==> src/rtl/intr_state_ctl.sv <==
module intr_state_ctl #(
  parameter int PC_W       = 32,
  parameter int SPRN_W     = 10,
  parameter int KIND_W     = 3,
  parameter int SPR_EN_ALL = 80,
  parameter int SPR_EN_RI  = 81,
  parameter int SPR_NO_RI  = 82
) (
  input  logic              clk,
  input  logic              rst_n,
  input  logic              exc_take,
  input  logic [KIND_W-1:0] exc_kind,
  input  logic [PC_W-1:0]   exc_pc,
  input  logic              rfi,
  input  logic              msr_wr,
  input  logic [2:0]        msr_wdata,
  input  logic              spr_wr,
  input  logic              spr_rd,
  input  logic [SPRN_W-1:0] spr_num,
  output logic              ee,
  output logic              me,
  output logic              ri,
  output logic [PC_W-1:0]   srr0,
  output logic [2:0]        srr1,
  output logic              emu_trap
);
  localparam int B_EE = 2;
  localparam int B_ME = 1;
  localparam int B_RI = 0;

  logic [2:0] msr;
  logic hit_all, hit_ri, hit_none, kill_me, kill_ee;

  assign hit_all  = spr_num == SPRN_W'(SPR_EN_ALL);
  assign hit_ri   = spr_num == SPRN_W'(SPR_EN_RI);
  assign hit_none = spr_num == SPRN_W'(SPR_NO_RI);
  assign kill_me  = exc_kind < KIND_W'(2);
  assign kill_ee  = (exc_kind >= KIND_W'(2)) && (exc_kind <= KIND_W'(5));

  assign ee = msr[B_EE];
  assign me = msr[B_ME];
  assign ri = msr[B_RI];
  assign emu_trap = spr_rd && (hit_all || hit_ri || hit_none);

  always_ff @(posedge clk) begin
    if (!rst_n) begin
      msr  <= '0;
      srr0 <= '0;
      srr1 <= '0;
    end else if (exc_take) begin
      srr0 <= exc_pc;
      srr1 <= msr;
      msr  <= {msr[B_EE] & ~kill_ee, msr[B_ME] & ~kill_me, 1'b0};
    end else if (rfi) begin
      msr <= srr1;
    end else if (msr_wr) begin
      msr <= msr_wdata;
    end else if (spr_wr) begin
      if (hit_all)       msr <= {1'b1, msr[B_ME], 1'b1};
      else if (hit_ri)   msr <= {1'b0, msr[B_ME], 1'b1};
      else if (hit_none) msr <= {1'b0, msr[B_ME], 1'b0};
    end
  end

  AST_ENTRY_SAVE: assert property (@(posedge clk) disable iff (!rst_n)
    exc_take |=> srr0 == $past(exc_pc) && srr1 == $past({ee, me, ri}));
  AST_ENTRY_RI: assert property (@(posedge clk) disable iff (!rst_n)
    exc_take |=> !ri);
  AST_ENTRY_ME: assert property (@(posedge clk) disable iff (!rst_n)
    exc_take && exc_kind < KIND_W'(2) |=> !me);
  AST_RFI_LOAD: assert property (@(posedge clk) disable iff (!rst_n)
    !exc_take && rfi |=> {ee, me, ri} == $past(srr1));
  AST_SPR_ME_KEEP: assert property (@(posedge clk) disable iff (!rst_n)
    spr_wr && !exc_take && !rfi && !msr_wr |=> $stable(me));
  AST_TRAP_READ: assert property (@(posedge clk) disable iff (!rst_n)
    emu_trap |-> spr_rd);
  AST_SRR_HOLD: assert property (@(posedge clk) disable iff (!rst_n)
    !exc_take |=> $stable(srr0) && $stable(srr1));
endmodule

==> config.mk <==
export PLATFORM = sky130hd
export DESIGN_NAME = intr_state_ctl
export DESIGN_NICKNAME = d
export VERILOG_FILES = /design/src/rtl/intr_state_ctl.sv
export SDC_FILE = /design/constraint.sdc
export NUM_CORES = 1
export LEC_CHECK = 0
export ABC_CLOCK_PERIOD_IN_PS = 2000
export CAP_MARGIN = 20
export CORE_ASPECT_RATIO = 1.25
export CORE_MARGIN = 2
export CORE_UTILIZATION = 40
export CTS_CLUSTER_DIAMETER = 40
export DETAILED_ROUTE_END_ITERATION = 6
export MAX_ROUTING_LAYER = met4
export PLACE_DENSITY = 0.94
export SETUP_SLACK_MARGIN = 0.3
export SLEW_MARGIN = 20
export SYNTH_ARGS = -nofsm -noshare
export SYNTH_HDL_FRONTEND = slang
export SYNTH_SLANG_ARGS = --single-unit
==> constraint.sdc <==
create_clock -name clk -period 2 [get_ports clk]
set_input_delay 0.4 -clock clk [delete_from_list [all_inputs] [get_ports clk]]
set_output_delay 0.4 -clock clk [all_outputs]
set_load 0.01 [all_outputs]
# == After elaboration in Yosys (flattened, before gate mapping) ==
# Cells that the tools add are included.
# classes
order_cmp,3
eq_ne,3
n_mux,7
bitwise,5
n_reduce_logical,12
# op_table
operator,n
"10-bit by 7-bit == test with 1-bit output, second input constant",3
3-bit 2-to-1 mux,7
3-bit nonzero test,2
6-bit nonzero test,1
5-bit nonzero test,1
2-bit AND reduction,2
4-bit nonzero test,1
"3-bit by 2-bit >= comparator with 1-bit output, second input constant",1
"3-bit <= comparator, second input constant",1
"3-bit by 2-bit < comparator with 1-bit output, second input constant",1
1-bit inverter,3
1-bit bitwise AND,2
1-bit logical AND,2
1-bit logical OR,2
2-bit OR reduction,1
# totals
register_bits,38
input_bits,55
output_inout_bits,39
wordCells,35

# == Depth between registers and ports, before layout ==
# logic_depth
ltp_word,8
ltp_mapped,5
ltp_nobuf,4

# == Worst setup path after synthesis ==
# Ideal clock, no wire load.
# synth_path
path_type,input port to output port
start,in spr_num[7]
end,out emu_trap
t_arrival_ns,1.047
t_required_ns,1.600
setup_slack_ns,0.553
path_stages,3
path_buffers,0
path_cell_list,nor4b_4 -> and2_2 -> and3_1
# synth_between
elab_chain_len,4
word_cells_on_any_way,6
classes_between,eq/ne: 3; reduce/logical: 3
# synth_rtl
item,line,text
"start, declared",19,"input logic [SPRN_W-1:0] spr_num,"
10-bit by 7-bit == test with 1-bit output (on tied branches),"34, 35",
1-bit logical OR,43,assign emu_trap = spr_rd && (hit_all || hit_ri || hit_none);
1-bit logical OR (*),43,
1-bit logical AND (*),43,
"end, declared",25,output logic emu_trap
# Mark *: on every way between the ends. The rest lies on a longest branch, timed or not.

# == Worst setup path after layout ==
# layout_path
start,in spr_num[1]
end,out emu_trap
# The elaborated chain is that of the path after synthesis.

==> flow_summary.json <==
{
  "status": "finished, final reports clean",
  "antenna-diode-count": 0,
  "drc": 0,
  "synth_area_leaders": "sky130_fd_sc_hd__dfxtp_1, sky130_fd_sc_hd__mux2i_1, sky130_fd_sc_hd__nor2b_1",
  "final_antenna_net_count": 0,
  "finalSetupTns_ps": 0,
  "buffer_ports.inserted": 92,
  "detailedRoute.firstPassIterationCount": 5,
  "path_delay_family": "buffers and inverters",
  "achievable-frequency_mhz": 599,
  "cts_hold_buf": 0,
  "final_layout_size_suffix_gt1_share_pct": 13.4,
  "async_flop_share_pct": 0,
  "grtUsageMet3_pct": 5.50,
  "busiest_layer_in_global_routing": "met2",
  "slew-limit-headroom_pct": 77.3,
  "stdcell_count": 307,
  "place_congestion": 0.827,
  "timing.final.ws_setup_ps": 330,
  "path_length_in_cells_of_the_critical_path": 4,
  "timing.max_cap.violations": 0,
  "design_power_total_uw": 1950,
  "floorplan.initialDensity_pct": 42.2,
  "cts_tree": "yes",
  "cts_made_buffers": 5,
  "synth_top_area_cell": "sky130_fd_sc_hd__dfxtp_1",
  "cp_max_fo": 2,
  "area_growth_pct": 71.3,
  "clk_latency_ps": 290,
  "clkTransAtPathRegs_ps": 80,
  "power.leakage_uw": 0.00115,
  "cts-root-to-sink-buffers": 2,
  "max_stage_delay_ps": 500,
  "grt_pass1_vias": 1446,
  "drt_iter0_drc": 29,
  "worst-slew-pin-transition_ps": 339,
  "worst-endpoint-required_ps": 1600,
  "postSynthNetCount": 206,
  "critical_path.startpoint_type": "input port",
  "synth_enable_flop_cells": 0,
  "synthDistinctLibCells": 27,
  "antenna_found_initial": 0,
  "crit_chain": "clkdlybuf4s50_1 > nand2_2 > and3_4 > buf_6",
  "netlist_area_um2": 1610,
  "largest_net_degree_at_the_start_of_global_routing": 19,
  "whs_ps": 505,
  "synth_commonest_cells": "sky130_fd_sc_hd__dfxtp_1, sky130_fd_sc_hd__mux2i_1, sky130_fd_sc_hd__nor2b_1",
  "clk_root_buffer_cell": "sky130_fd_sc_hd__clkbuf_8",
  "min_delay_path_depth": 2,
  "placeableCoreArea_um2": 3820,
  "rsz0062_at_grt": "no",
  "crit_path_start": "spr_num[1]",
  "launch_instance_of_the_worst_register_to_register_path": "srr1[2]",
  "grt_use_met2_pct": 34.4,
  "cell_internal_pwr_uw": 1520,
  "place.detailed.instances": 297,
  "sequential_area_share_after_synthesis_pct": 47.2,
  "per_instance_average_area_after_synthesis_um2": 10.7,
  "clock-skew-final_ps": 3.37,
  "routedWlPerCell_um": 13.3,
  "groute.layer.met1.usage_pct": 19.7,
  "track_usage_pct": 19.2,
  "clock-sinks": 38,
  "vdd_drop_max_mv": 0.681,
  "min_from": "srr1[0]",
  "switching_share_pct": 21.7,
  "worstPathBufferInverterCount": 2,
  "cp.arrival_ps": 1270,
  "final_net_count": 307,
  "holdCritPathClass": "flip-flop to flip-flop",
  "detailed_place_hpwl_um": 3160,
  "dr_total_vias": 1452,
  "synth_top_flop_cell": "sky130_fd_sc_hd__dfxtp_1",
  "reg2regPathDepth": 3,
  "critPathKind": "input port to output port",
  "synth-seq-cells": 38,
  "reg2reg_slack_ps": 1050,
  "worstSetupEndpointType": "output port",
  "seq_power_share_pct": 42.3,
  "synthCells": 151,
  "most_frequent_cell_after_synthesis": "sky130_fd_sc_hd__dfxtp_1",
  "power_density_nw_per_um2": 705,
  "num-fill-cells": 309,
  "total_die_area_um2": 4550,
  "ys.warnings.count": 0,
  "preCtsSetupSlack_ps": -485,
  "io_pins": 94,
  "grt_pass1_wl_um": 6380,
  "final-max-slew-violation-count": 0,
  "min_period_ps": 1670,
  "grt-ovfl-total": 0,
  "pwr-share-clk_pct": 39.8,
  "floorplan.rows": 25,
  "chipHeight_um": 74.9,
  "timing.final.setup_violations": 0,
  "timing_hold_violations_final": 0,
  "clock_tree.htree_level_count": 2,
  "p_sw_uw": 421,
  "drt-vias-per-instance": 4.73,
  "detail_route.wirelength_um": 4090,
  "synth_largest_type_area_fraction_pct": 47.2,
  "floorplan.die.width_um": 60.8,
  "final_min_period_over_clock_period_pct": 83.5,
  "cpMaxStageDelayCell": "sky130_fd_sc_hd__clkdlybuf4s50_1",
  "pwr-share-comb_pct": 17.9
}
[flip-flops by register name, summed over array words and instances (netlist names)]
register and flops:
srr0 32, msr 3, srr1 3
[final timing paths]
kind                   end
hold reg to reg     msr[0]
setup reg to reg    msr[2]
setup / recovery  emu_trap
hold / removal      msr[0]
[power by group through the flow]
| stage | Clock [µW] | Sequential, µW | Combinational (µW) |
|---|---|---|---|
| 3_3_place_gp | 0 | 838 | 348 |
| 4_1_cts | 799 | 823 | 352 |
| 2_1_floorplan | 0 | 859 | 115 |
| 5_1_grt | 821 | 828 | 377 |
| 6_report | 774 | 823 | 348 |
| 3_5_place_dp | 0 | 840 | 357 |
[stage by stage]
stage               area [µm²]  utilization (%)
floorplan                 1610                -
global placement          2630             68.8
detailed placement        2630             68.8
CTS                       2760             72.3
global route              2760             72.3
finish                    2760             72.3
[area by class of cell]
class                   instances  area (µm²)  share of cell area [%]
clock buffers                   5        68.8                    2.50
clock inverters                 3        68.8                    2.50
inverters                       2        7.51                   0.272
multi-input cells             101         807                    29.3
flip-flops and latches         38         761                    27.6
well taps                      54        67.6                    2.45
repair buffers                104         977                    35.4
[worst register-to-register path: stages (launching register included)]
cell,delay [ps]
sky130_fd_sc_hd__dfxtp_1,340
sky130_fd_sc_hd__o2111ai_1,200
sky130_fd_sc_hd__nand2_1,80
sky130_fd_sc_hd__o31a_1,230
[routing by layer]
layer / wire (µm) / up-vias
met1: 1620 / 674
met2: 2200 / 53
met3: 235 / 4
met4: 27 / 0
met5: 0 / -
li1: - / 721
[logic make-up after synthesis]
family,count (synthesis),share of synthesized area [%]
flip-flops,38,47.2
multiplexers,35,21.8
buffers and inverters,12,3.19
AND/OR/NAND/NOR,54,22.1
XOR/XNOR,1,0.544
AO/OA/AOI/OAI,11,5.13
[cells in the final DEF, fill, tap and decap left out]
cell,instances
sky130_fd_sc_hd__nand2_2,1
sky130_fd_sc_hd__and3_4,1
sky130_fd_sc_hd__nor4_1,2
sky130_fd_sc_hd__xnor2_1,1
sky130_fd_sc_hd__clkbuf_8,5
sky130_fd_sc_hd__inv_1,2
sky130_fd_sc_hd__a21boi_0,1
sky130_fd_sc_hd__nor4b_4,2
sky130_fd_sc_hd__buf_2,6
sky130_fd_sc_hd__nand3_1,2
sky130_fd_sc_hd__buf_4,12
sky130_fd_sc_hd__mux2i_1,35
sky130_fd_sc_hd__dlygate4sd2_1,1
sky130_fd_sc_hd__clkinv_4,1
sky130_fd_sc_hd__and2_4,1
sky130_fd_sc_hd__a21oi_1,1
sky130_fd_sc_hd__clkbuf_2,1
sky130_fd_sc_hd__nor4b_1,1
sky130_fd_sc_hd__a221oi_1,1
sky130_fd_sc_hd__o31a_1,1
sky130_fd_sc_hd__buf_6,2
sky130_fd_sc_hd__clkdlybuf4s50_1,82
sky130_fd_sc_hd__nand2b_1,1
sky130_fd_sc_hd__dfxtp_1,38
sky130_fd_sc_hd__nor3_1,2
sky130_fd_sc_hd__o21ai_0,3
sky130_fd_sc_hd__o211a_1,1
sky130_fd_sc_hd__o22a_1,1
sky130_fd_sc_hd__bufinv_16,2
sky130_fd_sc_hd__nand2_1,4
sky130_fd_sc_hd__a41o_1,1
sky130_fd_sc_hd__nor2b_1,35
sky130_fd_sc_hd__nor2_1,1
sky130_fd_sc_hd__nand4_1,1
sky130_fd_sc_hd__o2111ai_1,1
[timing repair]
item / 4_1_cts / 5_1_grt
pin swaps: 4 / 3
buffers inserted: 1 / 1
gates resized for setup: 32 / 6
setup endpoints to repair: 2 / 1
Note: power is estimated with default switching activity, not from simulation.
